$ cat src/rtl/out_commit_pkg.sv
package out_commit_pkg;

    typedef enum logic [1:0] {
        CS_IDLE,
        CS_HOLD,
        CS_STALL
    } cmt_state_t;

    typedef enum logic [2:0] {
        AS_OFF,
        AS_REV,
        AS_FLUSHED,
        AS_ARMED,
        AS_AUTO
    } arm_state_t;

endpackage

$ cat src/rtl/commit_ring.sv
module commit_ring #(
    parameter int NBUF  = 4,
    parameter int IDX_W = 2,
    parameter int CNT_W = 10
) (
    input  logic             clk,
    input  logic             rst_n,
    input  logic             push,
    input  logic [IDX_W-1:0] push_idx,
    input  logic [CNT_W-1:0] push_cnt,
    input  logic             pop,
    output logic [IDX_W-1:0] head_idx,
    output logic [CNT_W-1:0] head_cnt,
    output logic             nonempty
);

    localparam int PTR_W = (NBUF > 1) ? $clog2(NBUF) : 1;
    localparam int OCC_W = $clog2(NBUF + 1);

    logic [IDX_W-1:0] slot_idx [NBUF];
    logic [CNT_W-1:0] slot_cnt [NBUF];
    logic [PTR_W-1:0] wr_ptr, rd_ptr;
    logic [OCC_W-1:0] occ;
    logic             push_ok, pop_ok;

    assign push_ok  = push && (occ != OCC_W'(NBUF));
    assign pop_ok   = pop && (occ != '0);
    assign nonempty = (occ != '0);
    assign head_idx = slot_idx[rd_ptr];
    assign head_cnt = slot_cnt[rd_ptr];

    for (genvar g = 0; g < NBUF; g++) begin : g_slot
        always_ff @(posedge clk) begin
            if (push_ok && wr_ptr == PTR_W'(g)) begin
                slot_idx[g] <= push_idx;
                slot_cnt[g] <= push_cnt;
            end
        end
    end

    always_ff @(posedge clk) begin
        if (!rst_n) begin
            wr_ptr <= '0;
            rd_ptr <= '0;
            occ    <= '0;
        end else begin
            if (push_ok)
                wr_ptr <= (wr_ptr == PTR_W'(NBUF - 1)) ? '0 : wr_ptr + PTR_W'(1);
            if (pop_ok)
                rd_ptr <= (rd_ptr == PTR_W'(NBUF - 1)) ? '0 : rd_ptr + PTR_W'(1);
            unique case ({push_ok, pop_ok})
                2'b10:   occ <= occ + OCC_W'(1);
                2'b01:   occ <= occ - OCC_W'(1);
                default: occ <= occ;
            endcase
        end
    end

endmodule

$ cat src/rtl/fifo_level_track.sv
module fifo_level_track #(
    parameter int FIFO_CAP = 2048,
    parameter int CNT_W    = 10,
    parameter int LVL_W    = 12
) (
    input  logic             clk,
    input  logic             rst_n,
    input  logic             flush,
    input  logic             add_en,
    input  logic [CNT_W-1:0] add_cnt,
    input  logic             rd,
    input  logic [CNT_W-1:0] probe_cnt,
    output logic             fits,
    output logic [LVL_W-1:0] level,
    output logic             empty,
    output logic             full
);

    localparam int SW = LVL_W + 1;

    logic [SW-1:0]    probe_sum;
    logic [LVL_W-1:0] lvl_nx;

    assign probe_sum = {1'b0, level} + SW'(probe_cnt);
    assign fits      = (probe_sum <= SW'(FIFO_CAP));
    assign empty     = (level == '0);
    assign full      = (level == LVL_W'(FIFO_CAP));

    always_comb begin
        lvl_nx = level;
        if (add_en)
            lvl_nx = lvl_nx + LVL_W'(add_cnt);
        if (rd && level != '0)
            lvl_nx = lvl_nx - LVL_W'(1);
    end

    always_ff @(posedge clk) begin
        if (!rst_n || flush)
            level <= '0;
        else
            level <= lvl_nx;
    end

endmodule

$ cat src/rtl/auto_arm_seq.sv
module auto_arm_seq
    import out_commit_pkg::*;
(
    input  logic clk,
    input  logic rst_n,
    input  logic rev_en,
    input  logic flush,
    input  logic ring_empty,
    input  logic auto_req,
    output logic auto_on
);

    arm_state_t st, st_nx;

    always_comb begin
        st_nx = st;
        if (!rev_en) begin
            st_nx = AS_OFF;
        end else begin
            unique case (st)
                AS_OFF:     st_nx = AS_REV;
                AS_REV:     if (flush) st_nx = AS_FLUSHED;
                AS_FLUSHED: if (ring_empty) st_nx = AS_ARMED;
                AS_ARMED:   if (auto_req) st_nx = AS_AUTO;
                AS_AUTO:    if (!auto_req) st_nx = AS_ARMED;
                default:    st_nx = AS_OFF;
            endcase
        end
    end

    always_ff @(posedge clk) begin
        if (!rst_n)
            st <= AS_OFF;
        else
            st <= st_nx;
    end

    always_comb begin
        auto_on = (st == AS_AUTO);
    end

endmodule

$ cat src/rtl/out_commit_ctrl.sv
module out_commit_ctrl
    import out_commit_pkg::*;
#(
    parameter int NBUF     = 4,
    parameter int PKT_MAX  = 512,
    parameter int FIFO_CAP = 2048,
    parameter int IDX_W    = (NBUF > 1) ? $clog2(NBUF) : 1,
    parameter int CNT_W    = $clog2(PKT_MAX + 1),
    parameter int LVL_W    = $clog2(FIFO_CAP + 1)
) (
    input  logic             clk,
    input  logic             rst_n,
    input  logic             fill_valid,
    input  logic [IDX_W-1:0] fill_idx,
    input  logic [CNT_W-1:0] fill_count,
    input  logic             auto_req,
    input  logic             rev_en,
    input  logic             fifo_flush,
    input  logic             cmd_strobe,
    input  logic             cmd_skip,
    input  logic             fifo_rd,
    output logic             commit_valid,
    output logic [IDX_W-1:0] commit_idx,
    output logic [CNT_W-1:0] commit_count,
    output logic [LVL_W-1:0] fifo_level,
    output logic             fifo_empty,
    output logic             fifo_full,
    output logic             irq,
    output logic             cmd_err,
    output logic             auto_on
);

    cmt_state_t       st, st_nx;
    logic [IDX_W-1:0] head_idx;
    logic [CNT_W-1:0] head_cnt;
    logic             ring_ne, fits;
    logic             do_auto, acc_commit, acc_skip, refused, stray;
    logic             commit_now, pop_now;

    assign commit_now = do_auto | acc_commit;
    assign pop_now    = commit_now | acc_skip;

    commit_ring #(
        .NBUF (NBUF),
        .IDX_W(IDX_W),
        .CNT_W(CNT_W)
    ) u_ring (
        .clk     (clk),
        .rst_n   (rst_n),
        .push    (fill_valid),
        .push_idx(fill_idx),
        .push_cnt(fill_count),
        .pop     (pop_now),
        .head_idx(head_idx),
        .head_cnt(head_cnt),
        .nonempty(ring_ne)
    );

    fifo_level_track #(
        .FIFO_CAP(FIFO_CAP),
        .CNT_W   (CNT_W),
        .LVL_W   (LVL_W)
    ) u_level (
        .clk      (clk),
        .rst_n    (rst_n),
        .flush    (fifo_flush),
        .add_en   (commit_now),
        .add_cnt  (head_cnt),
        .rd       (fifo_rd),
        .probe_cnt(head_cnt),
        .fits     (fits),
        .level    (fifo_level),
        .empty    (fifo_empty),
        .full     (fifo_full)
    );

    auto_arm_seq u_arm (
        .clk       (clk),
        .rst_n     (rst_n),
        .rev_en    (rev_en),
        .flush     (fifo_flush),
        .ring_empty(!ring_ne),
        .auto_req  (auto_req),
        .auto_on   (auto_on)
    );

    // Next-state and decision logic for the commit machine
    always_comb begin
        st_nx      = st;
        do_auto    = 1'b0;
        acc_commit = 1'b0;
        acc_skip   = 1'b0;
        refused    = 1'b0;
        stray      = cmd_strobe && (st != CS_HOLD || fifo_flush);
        unique case (st)
            CS_IDLE: begin
                if (ring_ne && !fifo_flush) begin
                    if (!auto_on)
                        st_nx = CS_HOLD;
                    else if (fits)
                        do_auto = 1'b1;
                    else
                        st_nx = CS_STALL;
                end
            end
            CS_STALL: begin
                if (!auto_on) begin
                    st_nx = CS_HOLD;
                end else if (fits && !fifo_flush) begin
                    do_auto = 1'b1;
                    st_nx   = CS_IDLE;
                end
            end
            CS_HOLD: begin
                if (cmd_strobe && !fifo_flush) begin
                    if (cmd_skip) begin
                        acc_skip = 1'b1;
                        st_nx    = CS_IDLE;
                    end else if (fits) begin
                        acc_commit = 1'b1;
                        st_nx      = CS_IDLE;
                    end else begin
                        refused = 1'b1;
                    end
                end else if (auto_on) begin
                    st_nx = CS_IDLE;
                end
            end
            default: st_nx = CS_IDLE;
        endcase
    end

    // State register
    always_ff @(posedge clk) begin
        if (!rst_n)
            st <= CS_IDLE;
        else
            st <= st_nx;
    end

    // Outputs
    always_ff @(posedge clk) begin
        if (!rst_n) begin
            commit_valid <= 1'b0;
            commit_idx   <= '0;
            commit_count <= '0;
            cmd_err      <= 1'b0;
        end else begin
            commit_valid <= commit_now;
            if (commit_now) begin
                commit_idx   <= head_idx;
                commit_count <= head_cnt;
            end
            if (stray || refused)
                cmd_err <= 1'b1;
        end
    end

    always_comb begin
        irq = (st == CS_HOLD);
    end

endmodule

$ cat config.mk
export PLATFORM = sky130hd
export DESIGN_NAME = out_commit_ctrl
export DESIGN_NICKNAME = d
export VERILOG_FILES = /design/src/rtl/out_commit_pkg.sv /design/src/rtl/commit_ring.sv /design/src/rtl/fifo_level_track.sv /design/src/rtl/auto_arm_seq.sv /design/src/rtl/out_commit_ctrl.sv
export SDC_FILE = /design/constraint.sdc
export NUM_CORES = 1
export LEC_CHECK = 0
export BUFFER_PORTS_ARGS = -buffer_cell sky130_fd_sc_hd__buf_4
export CORE_UTILIZATION = 35
export CTS_CLUSTER_SIZE = 12
export DETAILED_ROUTE_END_ITERATION = 7
export PLACE_DENSITY = 0.58
export SYNTH_ARGS = -nofsm -noshare
export SYNTH_HDL_FRONTEND = slang
export SYNTH_SLANG_ARGS = --single-unit
$ cat constraint.sdc
create_clock -name clk -period 5.2 [get_ports clk]
set_input_delay 0.52 -clock clk [delete_from_list [all_inputs] [get_ports clk]]
set_output_delay 0.52 -clock clk [all_outputs]
set_load 0.05 [all_outputs]
==> impl_metrics.csv, run 1 <==
group,metric,value,unit
run_status,status,"finished, final reports clean",
synthesis,synth_edf_count,48,
sta,hold_viol_final,0,
clock_network,root_buffer,"clkbuf_16",
critical_path,slowest_stage,"mux4_2",
critical_path,end_kind,"flop",
die,num_io_pins,51,
power,p_per_area,577,nW/um2
synthesis,synth_fa_ha_area_frac,0.0538,
synthesis,netlist_area,4700,um2
detailed_routing,vias,3318,
detailed_routing,ant_nets,0,
layout,layout.nets,495,
sta,hold_ws,372,ps
clock_network,numCtsBuffers,9,
detailed_routing,drt_iter0_markers,170,
critical_path,critPathMaxStageDelay,520,ps
sta,final-setup-viol-count,0,
power,p_seq_frac,0.290,
detailed_routing,drc_errors,0,
synthesis,async_flop_share,0,
die,die-area,13900,um2
power,combinationalPowerShare,0.512,
detailed_routing,routed_wl,10.4,mm
synthesis,syn_nets,441,
synthesis,synthTopCellsByCount,"edfxtp_1, dfxtp_1, nand2_1, nor2_1, mux2i_1",
synthesis,synth.most_common_cell,"edfxtp_1",
power,power_frac_clock,0.198,
power,cellLeakagePower,0.00206,uW
grt,antenna_found_initial,0,
placement,place.gp.congestion,0.811,
critical_path,start_kind,"flop",
sta,finalMaxSlewViolations,0,
critical_path,cp_cell_sequence,"buf_4, mux4_2, ha_1, o211ai_1, o21ai_2, a311oi_1, a2bb2oi_1, nand4_2, nand2_4, mux2i_1, ha_1, nand2_1, nor4_1, xor2_1, nor2_1, a211oi_2",
grt,grt_use_total,0.157,
sta,rsz0062_at_grt,"no",
clock_network,numClockSinks,88,
sta,fin_crit_sh,0.911,
synthesis,ys_seq_elements,88,
power,intPower,1730,uW
clock_network,cts_tree,"built",
synthesis,synth_xor_area_frac,0.0410,
synthesis,synthMuxAreaShare,0.114,
clock_network,cts_buffer_depth,2,
grt,grt_pass1_vias,3231,
critical_path,cp_common_cell,"ha_1",
sta,fmax,0.211,GHz
synthesis,synth_top_family_by_area,"simple AND/OR/NAND/NOR gates",
placement,place_ws,348,ps
synthesis,syn_inst,401,
synthesis,synth_ff_type,"edfxtp_1",
grt,overflow,0,
clock_network,post_cts_buffers,0,
grt,grt_first_pass_wirelength,16.9,mm
detailed_routing,wl_per_cell,16.4,um
sta,fin_crit,4740,ps
power,p_sw_frac,0.455,
die,dieWidth,118,um
layout,diodes,0,
synthesis,synth_cell_type_count,75,
synthesis,synth_largest_area_cell,"edfxtp_1",
synthesis,yosysSeqAreaShare,0.477,
synthesis,synth.avg_cell_area,11.7,um2
sta,setup_slack,463,ps
synthesis,yosys.area_share.simple,0.163,
die,core,12900,um2
critical_path,cp.arrival,5000,ps
layout,area_growth,17.1,%
placement,portBuffers,50,
critical_path,path_max_fanout,12,
sta,slew_headroom,0.559,
placement,dpl.hpwl,7.65,mm
detailed_routing,viasPerCell,5.25,
synthesis,netlist_top_cells_area,"edfxtp_1, dfxtp_1, mux4_2",
clock_network,clock_latency,350,ps
synthesis,yosys.area.top_type_share,0.307,
clock_network,clk_pin_slew,70,ps
min_path,hp-class,"input port to flop",
run,cap_violations,0,
power,p_sw,1440,uW
sta,tns,0,ps
layout,utilization,0.428,
synthesis,ys.warnings.count,0,
detailed_routing,firstDrtPassIters,5,
die,fp.dieH,118,um
critical_path,critical_path_class,"flop to flop",
die,start_util,0.365,
die,rows,41,
synthesis,synth-compound-area-share,0.116,
sta,worstMarginPinSlew,656,ps
power,ir_worst_vdd,0.221,mV
grt,grt_start_max_net_pins,32,
sta,finClkSkew,5.87,ps
layout,layout-drive-gt1-share,0.230,
power,finalPower,3170,uW
clock_network,htree_levels,3,
critical_path,cp_data_required_time,5470,ps
logic make-up after synthesis:
family / after synthesis
xor+xnor: 22
compound gates: 73
fa+ha+maj: 19
mux: 38
buf+inv: 26
flops: 88
simple gates: 135
cell usage in the layout (no fill, tap or decap), types with 10 or more instances in the layout:
| cell type | netlist | final |
|---|---|---|
| a21oi_1 | 13 | 13 |
| buf_4 | 1 | 56 |
| dfxtp_1 | 40 | 40 |
| edfxtp_1 | 48 | 48 |
| ha_1 | 17 | 17 |
| inv_1 | 13 | 13 |
| mux2i_1 | 23 | 23 |
| mux4_2 | 12 | 12 |
| nand2_1 | 24 | 24 |
| nor2_1 | 24 | 24 |
| nor2b_1 | 18 | 18 |
| o21ai_0 | 11 | 11 |
| xnor2_1 | 12 | 12 |
| xor2_1 | 10 | 10 |
layout make-up:
cell class	instances	area (um2)
inverter	13	48.8
timing repair buffer	56	420
clock buffer	9	225
clock inverter	7	58.8
tap	172	215
multi-input combinational	287	2290
fill	1208	7370
sequential	88	2240
worst paths after layout:
check	from	end	slack (ps)	cells past startpoint
hold reg to reg	commit_count[3]	commit_count[3]	520	2
setup reg to reg	flop	u_level.level[8]	460	16
setup / recovery	flop	u_level.level[8]	460	16
hold / removal	fill_count[9]	u_ring.slot_cnt[0][9]	370	1
metrics by stage:
step                      instances  area [um2]
final                           632        5510
after global routing            632        5510
after CTS                       632        5500
after detailed placement        616        5220
after global placement          616        5220
after floorplan                 401        4700
state kept, by name (all words and copies together), names as in the netlist, named ones only:
name,flops
u_ring.slot_cnt,40
cmd_err,1
commit_count,10
u_level.level,12
u_ring.occ,3
u_ring.rd_ptr,2
u_ring.wr_ptr,2
u_ring.slot_idx,8
u_arm.st,3
st,2
commit_valid,1
commit_idx,2
per-layer routing:
metal / GRT usage / part of all wire / wire, um / up-vias
met5: 0 / 0 / 0 / -
met1: 0.201 / 0.46 / 4760 / 1607
li1: - / - / - / 1625
met3: 0.0315 / 0.043 / 442 / 8
met4: 0.0657 / 0.014 / 147 / 0
met2: 0.259 / 0.48 / 5010 / 78
worst max-delay path: cells and delay by family (launching register included):
family / cells / cell delay, ps
xor+xnor: 1 / 170
fa+ha+maj: 2 / 570
simple gates: 5 / 1040
flops: 1 / 380
mux: 2 / 810
compound gates: 5 / 1500
buf+inv: 1 / 180
repair_timing:
item	4_1_cts	5_1_grt
endpoints found under the setup margin	0	1
resized for setup	0	1
hold buffers	0	0
power by group through the flow:
stage | Clock (uW) | Combinational (uW) | Sequential (uW)
after CTS | 646 | 1630 | 918
after floorplan | 0 | 1090 | 1050
after global routing | 671 | 1780 | 934
final | 629 | 1630 | 920
after detailed placement | 0 | 1620 | 934
after global placement | 0 | 1600 | 930
No activity file was read; power rests on OpenSTA's default activity.
==> inputs of run 2 (changes only) <==
- CTS_BUF_LIST: unset -> sky130_fd_sc_hd__clkbuf_8
- GPL_TIMING_DRIVEN: unset -> 0
==> impl_metrics.csv, run 2 (synthesis gave the netlist of run 1 again) <==
group,metric,value,unit
run_status,status,"finished, final reports clean",
detailed_routing,vias,3358,
layout,layout.nets,506,
grt,grt_use_total,0.159,
detailed_routing,drt_iter0_markers,205,
layout,final_common_cell,"buf_4",
detailed_routing,viasPerCell,5.22,
clock_network,clock_latency,360,ps
sta,hold_viol_final,0,
sta,rsz0062_at_grt,"no",
clock_network,clk_pin_slew,100,ps
sta,hold_ws,355,ps
grt,grt_first_pass_wirelength,17.3,mm
die,rows,41,
detailed_routing,ant_nets,0,
critical_path,path_max_fanout,9,
die,num_io_pins,51,
detailed_routing,wl_per_cell,16.4,um
clock_network,cts-hold-fix-buffers,0,
critical_path,cp.arrival,5110,ps
placement,dpl.hpwl,7.84,mm
critical_path,critical_path_class,"flop to flop",
sta,worstMarginPinSlew,685,ps
grt,antenna_found_initial,0,
critical_path,slowest_stage,"mux4_2",
die,core,12900,um2
die,fp.dieH,118,um
layout,layout-drive-gt1-share,0.253,
layout,layout_common_cells,"buf_4, edfxtp_1, dfxtp_1",
run,cap_violations,0,
clock_network,htree_levels,3,
min_path,hp-class,"input port to flop",
grt,overflow,0,
sta,final-setup-viol-count,0,
clock_network,numCtsBuffers,9,
sta,fmax,0.207,GHz
critical_path,rrSetupSlack,370,ps
sta,finClkSkew,15.8,ps
min_path,timing.hold.worst.start,"fill_count[4]",
clock_network,root_buffer,"clkbuf_8",
layout,fillers,1195,
critical_path,start_kind,"flop",
critical_path,critical-path-top-delay-family,"simple AND/OR/NAND/NOR gates",
layout,largest_reg_flops,40,
layout,reg.largest.list,"u_ring.slot_cnt (40), u_level.level (12), commit_count (10)",
power,cellLeakagePower,0.00208,uW
placement,place.gp.congestion,0.856,
power,p_per_area,544,nW/um2
min_path,min_to,"u_ring.slot_cnt[0][4]",
sta,fin_crit_sh,0.928,
die,start_util,0.365,
layout,diodes,0,
critical_path,cp_data_required_time,5480,ps
grt,grt_pass1_vias,3401,
critical_path,crit_buf_inv,1,
sta,finalMaxSlewViolations,0,
layout,top_register,"u_ring.slot_cnt",
grt,grt_start_max_net_pins,18,
clock_network,cts_tree,"built",
critical_path,r2r_cells,15,
layout,area_growth,17.9,%
critical_path,end_kind,"flop",
sta,slew_headroom,0.543,
critical_path,rr_endpoint,"u_ring.occ[2]",
critical_path,critPathMaxStageDelay,540,ps
die,dieWidth,118,um
layout,design_area,5540,um2
min_path,whs_path_depth,1,
placement,placed_area,5290,um2
critical_path,cp_cell_sequence,"mux4_2, ha_1, fa_1, and3_1, or3_1, a22oi_2, nor4b_4, nand4_2, a31oi_2, ha_1, inv_1, fa_1, xor2_1, or3_1, a21boi_0",
sta,tns,0,ps
placement,portBuffers,50,
detailed_routing,firstDrtPassIters,4,
power,ir_worst_vdd,0.215,mV
clock_network,numClockSinks,88,
detailed_routing,drc_errors,0,
detailed_routing,routed_wl,10.6,mm
die,die-area,13900,um2
sta,fin_crit,4830,ps
clock_network,cts_buffer_depth,2,
## run 2: cell count changes in the layout (fill, tap and decap cells not counted), sizes merged
cell,change
inv,+1
clkinvlp,-1
buf,+4
clkbuf,+7
## run 2: routing by layer
layer  GRT usage  share of wire  vias to the layer above
li1            -              -                     1652
met5           0              0                        -
met2       0.264           0.48                       64
met1       0.207           0.47                     1628
met4      0.0593          0.012                        0
met3      0.0281          0.038                       14
## run 2: repair_timing
action,4_1_cts,5_1_grt
buffers inserted,1,5
endpoints found under the setup margin,9,5
gates resized for setup,4,4
## run 2: stage by stage
step | power, uW | utilization | setup slack (ps) | cells
3_5_place_dp | 2540 | 0.411 | -679 | 623
5_1_grt | 3240 | 0.431 | 3.47 | 643
3_3_place_gp | 2520 | 0.411 | -589 | 623
2_1_floorplan | 2140 | - | 154 | 401
4_1_cts | 3010 | 0.426 | 131 | 638
6_report | 3020 | 0.431 | 374 | 643
## run 2: worst max path at each step
stage,cells past startpoint,startpoint,end
finish,15,flop,u_ring.occ[2]
global route,17,flop,u_level.level[4]
CTS,17,flop,u_level.level[8]
floorplan,16,flop,u_ring.occ[2]
detailed placement,16,flop,u_ring.occ[2]
global placement,16,flop,u_ring.occ[2]
## run 2: power breakdown
part / switching [uW] / internal, uW / leakage (uW)
sequential: 99.2 / 803 / 0.000767
combinational: 1040 / 614 / 0.00121
clock: 274 / 185 / 0.0000973
total: 1420 / 1600 / 0.00208
## run 2: area by class of cell
class,instances,area (um2),area share
inverters,13,48.8,0.00880
multi-input cells,287,2310,0.417
plain buffers,11,115,0.0208
clock inverters,7,60.1,0.0108
flip-flops and latches,88,2250,0.405
repair buffers,56,420,0.0758
clock buffers,9,124,0.0223
well taps,172,215,0.0388
